`config.mk`:
```
export PLATFORM = sky130hd
export DESIGN_NAME = fracn_seq
export DESIGN_NICKNAME = d
export VERILOG_FILES = /design/src/rtl/fracn_pkg.sv /design/src/rtl/fracn_acc.sv /design/src/rtl/fracn_divctr.sv /design/src/rtl/fracn_comp.sv /design/src/rtl/fracn_spdup.sv /design/src/rtl/fracn_seq.sv
export SDC_FILE = /design/constraint.sdc
export NUM_CORES = 1
export LEC_CHECK = 0
export CORE_MARGIN = 2
export CORE_UTILIZATION = 30
export DETAILED_ROUTE_END_ITERATION = 7
export PLACE_DENSITY = 0.46
export SLEW_MARGIN = 10
export SYNTH_ARGS = -nofsm -noshare
export SYNTH_HDL_FRONTEND = slang
export SYNTH_HIERARCHICAL = 1
export SYNTH_SLANG_ARGS = --single-unit
```
`constraint.sdc`:
```
create_clock -name clk -period 18.9 [get_ports clk]
set_input_delay 4.725 -clock clk [delete_from_list [all_inputs] [get_ports clk]]
set_output_delay 4.725 -clock clk [all_outputs]
set_load 0.1 [all_outputs]
```
`src/rtl/fracn_pkg.sv`:
```
package fracn_pkg;
  localparam int MOD_LO = 5;   // small modulus; the large one is 2**FW
  localparam int N_MIN  = 2;   // shortest divider cycle
  typedef enum logic {SEL_MOD_HI = 1'b0, SEL_MOD_LO = 1'b1} mod_sel_e;
endpackage

```
`src/rtl/fracn_acc.sv`:
```
module fracn_acc #(
  parameter int FW = 3
) (
  input  logic          clk,
  input  logic          rst,
  input  logic          step,
  input  logic          mod5,
  input  logic [FW-1:0] nf,
  output logic [FW-1:0] acc,
  output logic [FW-1:0] acc_nxt,
  output logic          carry
);
  import fracn_pkg::*;

  logic [FW:0] m, nfe, sum, r1, r2;

  always_comb begin
    m     = (mod_sel_e'(mod5) == SEL_MOD_LO) ? (FW+1)'(MOD_LO) : {1'b1, {FW{1'b0}}};
    nfe   = ({1'b0, nf} >= m) ? m - 1'b1 : {1'b0, nf};
    sum   = {1'b0, acc} + nfe;
    carry = (sum >= m);
    r1    = carry ? sum - m : sum;
    // a residue left over from the larger modulus may need a second fold
    r2    = (r1 >= m) ? r1 - m : r1;
    acc_nxt = r2[FW-1:0];
  end

  always_ff @(posedge clk) begin
    if (rst)       acc <= '0;
    else if (step) acc <= acc_nxt;
  end
endmodule

```
`src/rtl/fracn_divctr.sv`:
```
module fracn_divctr #(
  parameter int NW = 13
) (
  input  logic          clk,
  input  logic          rst,
  input  logic [NW-1:0] n_in,
  input  logic          plus1,
  output logic          tick,
  output logic          evt,
  output logic          plus1_q
);
  import fracn_pkg::*;

  logic [NW-1:0] cnt, n_eff;
  logic [NW:0]   len_m1;

  always_comb begin
    tick   = (cnt == '0);
    n_eff  = (n_in < NW'(N_MIN)) ? NW'(N_MIN) : n_in;
    len_m1 = {1'b0, n_eff} + {{NW{1'b0}}, plus1} - 1'b1;
  end

  always_ff @(posedge clk) begin
    if (rst) begin
      cnt     <= '0;
      evt     <= 1'b0;
      plus1_q <= 1'b0;
    end else if (tick) begin
      cnt     <= len_m1[NW-1:0];
      evt     <= 1'b1;
      plus1_q <= plus1;
    end else begin
      cnt     <= cnt - 1'b1;
      evt     <= 1'b0;
    end
  end
endmodule

```
`src/rtl/fracn_comp.sv`:
```
module fracn_comp #(
  parameter int AW = 11,
  parameter int CW = 2,
  parameter int PW = 128
) (
  input  logic          clk,
  input  logic          rst,
  input  logic          start,
  input  logic [AW-1:0] amp_in,
  input  logic [CW-1:0] cp_in,
  output logic          en,
  output logic [AW-1:0] amp,
  output logic [CW-1:0] cp
);
  localparam int PCW = (PW > 1) ? $clog2(PW) : 1;

  logic [PCW-1:0] pc;

  always_ff @(posedge clk) begin
    if (rst) begin
      en  <= 1'b0;
      pc  <= '0;
      amp <= '0;
      cp  <= '0;
    end else if (start) begin
      en  <= 1'b1;
      pc  <= PCW'(PW - 1);
      amp <= amp_in;
      cp  <= cp_in;
    end else if (en) begin
      if (pc == '0) begin
        en  <= 1'b0;
        amp <= '0;
      end else begin
        pc <= pc - 1'b1;
      end
    end
  end
endmodule

```
`src/rtl/fracn_spdup.sv`:
```
module fracn_spdup (
  input  logic clk,
  input  logic rst,
  input  logic a_load,
  input  logic strobe,
  output logic speedup
);
  logic armed, stb_q, fire;

  assign fire = strobe && !stb_q && (armed || a_load);

  always_ff @(posedge clk) begin
    if (rst) begin
      armed   <= 1'b0;
      stb_q   <= 1'b0;
      speedup <= 1'b0;
    end else begin
      stb_q <= strobe;
      if (!strobe)   speedup <= 1'b0;
      else if (fire) speedup <= 1'b1;
      if (fire)        armed <= 1'b0;
      else if (a_load) armed <= 1'b1;
    end
  end
endmodule

```
`src/rtl/fracn_seq.sv`:
```
module fracn_seq #(
  parameter int NW = 13,
  parameter int FW = 3,
  parameter int DW = 8,
  parameter int CW = 2,
  parameter int PW = 128,
  localparam int AW = FW + DW
) (
  input  logic          clk,
  input  logic          rst,
  input  logic [NW-1:0] n_div,
  input  logic [FW-1:0] nf,
  input  logic          mod5,
  input  logic [DW-1:0] fdac,
  input  logic [CW-1:0] cp_ratio,
  input  logic          a_load,
  input  logic          strobe,
  output logic          div_evt,
  output logic          div_plus1,
  output logic [FW-1:0] frd,
  output logic          comp_en,
  output logic [AW-1:0] comp_amp,
  output logic [CW-1:0] comp_cp,
  output logic          speedup
);
  logic          tick, carry;
  logic [FW-1:0] acc_nxt;
  logic [AW-1:0] amp_in;

  assign amp_in = AW'(acc_nxt) * AW'(fdac);

  fracn_acc #(.FW(FW)) u_acc (
    .clk(clk), .rst(rst), .step(tick), .mod5(mod5), .nf(nf),
    .acc(frd), .acc_nxt(acc_nxt), .carry(carry)
  );

  fracn_divctr #(.NW(NW)) u_div (
    .clk(clk), .rst(rst), .n_in(n_div), .plus1(carry),
    .tick(tick), .evt(div_evt), .plus1_q(div_plus1)
  );

  fracn_comp #(.AW(AW), .CW(CW), .PW(PW)) u_comp (
    .clk(clk), .rst(rst), .start(tick), .amp_in(amp_in), .cp_in(cp_ratio),
    .en(comp_en), .amp(comp_amp), .cp(comp_cp)
  );

  fracn_spdup u_spd (
    .clk(clk), .rst(rst), .a_load(a_load), .strobe(strobe), .speedup(speedup)
  );
endmodule

```
# Word level (Yosys, flattened, before mapping)

Cells that the tools add are included.

Eq/ne operators: 1
Magnitude comparators: 4
Mux-type cells: 16
Reduce and logical (&&, ||, !) cells: 12
Div/mod/pow operators: 0
Multiply operators: 1
Shift-type cells: 0
Bitwise operators: 1
Add/sub/neg operators: 8

Operators with widths:

| cell                                                         | number |
|---|---|
| two-way mux 11 bit                                           | 3 |
| two-way mux 13 bit                                           | 2 |
| subtractor 13 x 1 -> 13 bit (second input constant)          | 2 |
| two-way mux 7 bit                                            | 3 |
| adder 13 x 1 -> 13 bit                                       | 1 |
| zero test 13 bit                                             | 1 |
| less-than comparator 13 x 2 -> 1 bit (second input constant) | 1 |
| two-way mux 4 bit                                            | 3 |
| multiplier 3 x 8 -> 11 bit                                   | 1 |
| >= comparator 4 bit                                          | 2 |
| zero test 7 bit                                              | 1 |
| subtractor 7 x 1 -> 7 bit (second input constant)            | 1 |
| adder 3 x 4 -> 4 bit                                         | 1 |
| >= comparator 3 x 4 -> 1 bit                                 | 1 |
| two-way mux 1 bit                                            | 4 |
| AND reduction 2 bit                                          | 2 |
| nonzero test 2 bit                                           | 2 |
| OR reduction 2 bit                                           | 2 |
| subtractor 4 x 1 -> 4 bit (second input constant)            | 1 |
| subtractor 4 bit                                             | 1 |
| two-way mux 3 bit                                            | 1 |
| subtractor 3 bit                                             | 1 |
| logical AND 1 bit                                            | 2 |
| != test 2 bit (second input constant)                        | 1 |
| 3 further kinds                                              | 3 |

Memories kept: 0
ROM bits: 0
Bits in latches: 0
Bits of input ports: 31
Bits in registers: 42
Output and inout bits: 20
Bits in writable memories: 0

# Logic depth before layout (Yosys ltp)

Depth in word-level cells: 10
Mapped depth: 33
Mapped depth without buffers: 33

# Cells and area by module

Netlist, hierarchy kept.

Modules (own cells, without submodules):

| module       | area each (um^2) | instances | cells each |
|---|---|---|---|
| fracn_divctr | 998.5            | 1         | 118 |
| fracn_comp   | 968.4            | 1         | 109 |
| fracn_acc    | 629.4            | 1         | 79 |
| fracn_seq    | 615.6            | 1         | 83 |
| fracn_spdup  | 106.4            | 1         | 9 |

# Worst setup path before layout

No wires, ideal clock.

Kind: input to register
From: in nf[0]
To: reg u_comp.amp[9]
Setup time: 0.132 ns
Buffers on the path: 0
Arrival time: 10.087 ns
Cell stages on the path: 28
Data required time: 18.768 ns
Setup slack: 8.681 ns
Cells stage by stage: inv_1 > ha_1 > nor2_1 > a21oi_1 > nor2_1 > ha_1 > inv_1 > fa_1 > ha_1 > a21boi_1 > o21a_4 > mux2_4 > ha_1 > nor2b_1 > o21ai_1 > nand2_1 > a211oi_1 > nand2_1 > fa_1 > inv_1 > ha_1 > a21oi_2 > nor2b_2 > a311oi_2 > a21oi_1 > xor2_1 > nand2_1 > a21oi_1

Word-level cells in the longest chain between the ends: 9
Elaborated cells on any way between the ends: 11
Classes of those cells: add/sub: 3; mul: 1; order compare: 3; mux: 4

Ends and longest elaborated chain:

| element                                                 | line                             | RTL |
|---|---|---|
| from (decl)                                             | fracn_seq.sv:12                  | `input logic [FW-1:0] nf,` |
| >= comparator 3 x 4 -> 1 bit                            | fracn_acc.sv:19                  | `nfe = ({1'b0, nf} >= m) ? m - 1'b1 : {1'b0, nf};` |
| two-way mux 4 bit *                                     | fracn_acc.sv:19                  |  |
| adder 3 x 4 -> 4 bit *                                  | fracn_acc.sv:20                  | `sum = {1'b0, acc} + nfe;` |
| subtractor 4 bit or >= comparator 4 bit (tied branches) | fracn_acc.sv:22, fracn_acc.sv:21 |  |
| two-way mux 4 bit *                                     | fracn_acc.sv:22                  | `r1 = carry ? sum - m : sum;` |
| >= comparator 4 bit or subtractor 3 bit (tied branches) | fracn_acc.sv:24                  | `r2 = (r1 >= m) ? r1 - m : r1;` |
| two-way mux 3 bit *                                     | fracn_acc.sv:24                  |  |
| named net acc_nxt[0]                                    | fracn_seq.sv:27                  | `logic [FW-1:0] acc_nxt;` |
| multiplier 3 x 8 -> 11 bit *                            | fracn_seq.sv:30                  | `assign amp_in = AW'(acc_nxt) * AW'(fdac);` |
| named net amp_in[9]                                     | fracn_seq.sv:28                  | `logic [AW-1:0] amp_in;` |
| two-way mux 11 bit *                                    | fracn_comp.sv:25                 | `end else if (start) begin` |
| to (signal assigned)                                    | fracn_comp.sv:28                 | `amp <= amp_in;` |
| to (decl)                                               | fracn_comp.sv:12                 | `output logic [AW-1:0] amp,` |

Mark *: on every way through the listed nets, which the timed path passes. The rest lies on a longest branch.
A chain may end at the register's enable or synchronous reset.

# Worst setup path in the final report

From: in mod5
To: reg u_comp.amp[9]

Word-level cells in the longest chain between the ends: 10
Elaborated cells on any way between the ends: 13
Classes of those cells: add/sub: 4; mul: 1; order compare: 3; mux: 5

Ends and longest elaborated chain:

| element                                                                   | line                             | RTL |
|---|---|---|
| from (decl)                                                               | fracn_seq.sv:13                  | `input logic mod5,` |
| two-way mux 4 bit *                                                       | fracn_acc.sv:18                  | `m = (mod_sel_e'(mod5) == SEL_MOD_LO) ? (FW+1)'(MOD_LO) : {1'b1, {FW{1'b0}}};` |
| subtractor 4 x 1 -> 4 bit or >= comparator 3 x 4 -> 1 bit (tied branches) | fracn_acc.sv:19                  |  |
| two-way mux 4 bit                                                         | fracn_acc.sv:19                  |  |
| adder 3 x 4 -> 4 bit                                                      | fracn_acc.sv:20                  |  |
| subtractor 4 bit or >= comparator 4 bit (tied branches)                   | fracn_acc.sv:22, fracn_acc.sv:21 |  |
| two-way mux 4 bit                                                         | fracn_acc.sv:22                  |  |
| >= comparator 4 bit or subtractor 3 bit (tied branches)                   | fracn_acc.sv:24                  |  |
| two-way mux 3 bit *                                                       | fracn_acc.sv:24                  |  |
| named net acc_nxt[0]                                                      | fracn_seq.sv:27                  |  |
| multiplier 3 x 8 -> 11 bit *                                              | fracn_seq.sv:30                  |  |
| named net amp_in[9]                                                       | fracn_seq.sv:28                  |  |
| two-way mux 11 bit *                                                      | fracn_comp.sv:25                 |  |

Marked as above.

==> results.toml <==
[run_status]
status = "complete, no violations"

[die]
start_util_pct = 30.7
coreArea_um2 = 10800
die_h_um = 109
rows = 38
ios = 51
dieArea_um2 = 11900
dieWidth_um = 109

[place]
port_buffers = 50
gp_congestion = 0.769
hpwlAfterDp_um = 5900

[critical_path]
crit_slowest_cell = "a211oi_1"
crit_top_cell = "ha_1"
arrival_ns = 11.30
max_stage_delay_ns = 0.75
critical_path_required_ns = 19.07
critical_path_class = "input pin to register"
r2r-start = "u_acc/acc[0]"
crit_start = "mod5"
r2r_slack_ns = 13.00
endpoint = "u_comp/amp[9]"
crit_fanout = 8
timing.rr.end = "u_comp/amp[9]"
r2r_cells = 23
crit_path_end_kind = "register"
cp-start-kind = "input pin"

[synthesis]
synth_top_flop_cell = "dfxtp_1"
async_flop_share_pct = 0
synth_edf_count = 0
yosysWarnings = 6
synth_fp_nets = 465
syn-instance-count = 398
ys_seq_area_share_pct = 25.3
ys_ff_latch = 42
syn_area_per_cell_um2 = 8.34
synth_cell_types = 68
synth_area_um2 = 3320

[clocking]
clock_sinks = 42
cts_setup_buffers = 0
clkLatencyLatePin_ns = 0.30
htree_levels = 2
postCtsHoldBufs = 0
post_cts_resized = 0
cts_inserted_buffers = 5
root_buffer = "clkbuf_8"
cts_tree = "yes"
clkSlewWorstSetupHoldPaths_ns = 0.09
clock_path_buffers = 2

[sta]
finalHoldViolations = 0
maxSlewViolCount = 0
period_share_pct = 58.9
rsz0062_at_grt = "no"
relSlewSlack_pct = 24.5
worstMarginPinSlew_ns = 1.13
finClkSkew_ns = 0.00372
clock.fmax_mhz = 89.9
period_needed_ns = 11.13
finalSetupViolCount = 0
timing.setup.tns_ns = 0

[detailed_routing]
first_pass_iters = 4
drt_wl_total_um = 7670
wl_per_cell_um = 13.2
drc = 0
viasPerCell = 5.01
final_antenna_net_count = 0
drtIter0Drc = 85
vias = 2913

[finish]
diodes = 0
layout-drive-gt1-share_pct = 7.69
area_delta_synth_final_pct = 21.6
fill_cells = 1150
nets = 508

[worst_hold_path]
hp-class = "register to register"

[global_routing]
grt_max_degree = 43
first_global_vias = 2773
grt_overflow = 0
grt_pass1_wl_um = 13000
antenna_found_initial = 0
gr-usage-all-layers_pct = 13.4

[job]
max_cap_viol_count = 0
-- Yosys cell counts, types with 2 or more instances --
cell type	count	area share [%]
clkbuf_1	14	1.6
nor4_1	6	1.1
or3_1	3	0.57
xnor2_1	21	5.5
a311oi_1	3	0.79
o311ai_0	11	2.9
and2_1	10	1.9
o21ai_0	10	1.5
nor3_1	11	1.7
a21oi_1	23	3.5
inv_1	37	4.2
dfxtp_1	42	25
fa_1	8	4.8
nand2b_1	5	0.94
nor2_1	27	3.1
or4_4	3	1.0
nand2_1	41	4.6
a21oi_2	3	0.79
o21a_1	2	0.45
ha_1	28	11
mux2i_1	3	0.91
a31oi_1	3	0.57
o21ai_1	5	0.75
a211oi_1	15	3.4
xor2_1	5	1.3
nand3_1	5	0.75
nor4b_1	2	0.53
a21o_1	3	0.68
nor2b_1	6	1.1
o2111a_1	4	1.4
nor3b_2	2	0.75
-- cell type report --
| cell class | count | area (µm²) | area share [%] |
|---|---|---|---|
| clock buffer | 5 | 68.8 | 1.71 |
| inverter | 37 | 139 | 3.44 |
| sequential | 42 | 841 | 20.8 |
| clock inverter | 3 | 21.3 | 0.527 |
| timing repair buffer | 52 | 515 | 12.8 |
| multi-input combinational | 303 | 2270 | 56.4 |
| tap | 140 | 175 | 4.34 |
-- worst min path at each step --
stage / startpoint / endpoint / cells past startpoint
after detailed placement: u_comp/cp[1] / u_comp/cp[1] / 2
after global routing: u_spd/armed / u_spd/armed / 2
final: u_comp/amp[7] / u_comp/amp[7] / 2
after floorplan: u_spd/stb_q / u_spd/armed / 2
after global placement: u_comp/cp[1] / u_comp/cp[1] / 2
after CTS: u_comp/amp[7] / u_comp/amp[7] / 2
-- through the flow --
stage                     area (µm²)  hold WS (ns)  util [%]  std cells  setup WS (ns)
after global routing            4040         0.525      37.4        582           7.28
after detailed placement        3950         0.486      36.6        574           7.41
after CTS                       4040         0.499      37.4        582           7.73
after floorplan                 3320         0.471         -        398           8.68
final                           4040         0.498      37.4        582           7.77
after global placement          3950         0.478      36.6        574           7.57
-- state kept, by name, summed over array words and instances, names as in the netlist --
register and flops:
u_acc/acc 3, u_comp/cp 2, u_comp/amp 11, u_spd/stb_q 1
u_div/plus1_q 1, u_div/cnt 13, u_div/evt 1, u_comp/en 1
u_spd/speedup 1, u_spd/armed 1, u_comp/pc 7
-- per-layer routing --
layer	part of all wire [%]	up-vias	track usage (%)
met5	0	-	0
met4	0.61	0	2.71
met3	3.7	6	2.33
met2	45	40	22.1
met1	50	1354	18.4
li1	-	1513	-
-- placed cells by master, fill, tap and decap left out, drive strengths merged, types with 2 or more instances in the layout --
cell and count:
a311oi 4, nor4 7, o2111a 4, nand2b 5, mux2i 3, a211oi 15, inv 37, clkdlybuf4s50 50
a21o 3, buf 2, o21ai 16, o311ai 12, nor2 27, clkbuf 5, a31oi 4, or4 5
nor2b 8, o21a 3, nor3 11, nand3 5, fa 8, ha 28, clkinv 2, dfxtp 42
xor2 5, o211ai 2, nand2 42, and2 10, or3 4, nor3b 2, a21oi 26, xnor2 21
nor4b 3
-- critical path: cells and delay by family --
kind | cells | cell delay [ns]
mux | 1 | 0.32
simple gates | 7 | 0.80
fa+ha+maj | 7 | 2.54
buf+inv | 3 | 0.74
xor+xnor | 1 | 0.15
compound gates | 9 | 2.01
-- logic make-up (layout without fill, tap and decap cells) --
kind of cell	count (synthesis)	in the layout	share of synthesized area, %
simple gates	138	138	23.2
compound gates	99	99	21.6
buf+inv	53	97	6.26
flops	42	42	25.3
fa+ha+maj	36	36	15.4
xor+xnor	26	26	6.86
mux	4	4	1.36
Power is not shown: default switching activity piles up to over one toggle a cycle in this logic, so the estimate is an artifact.
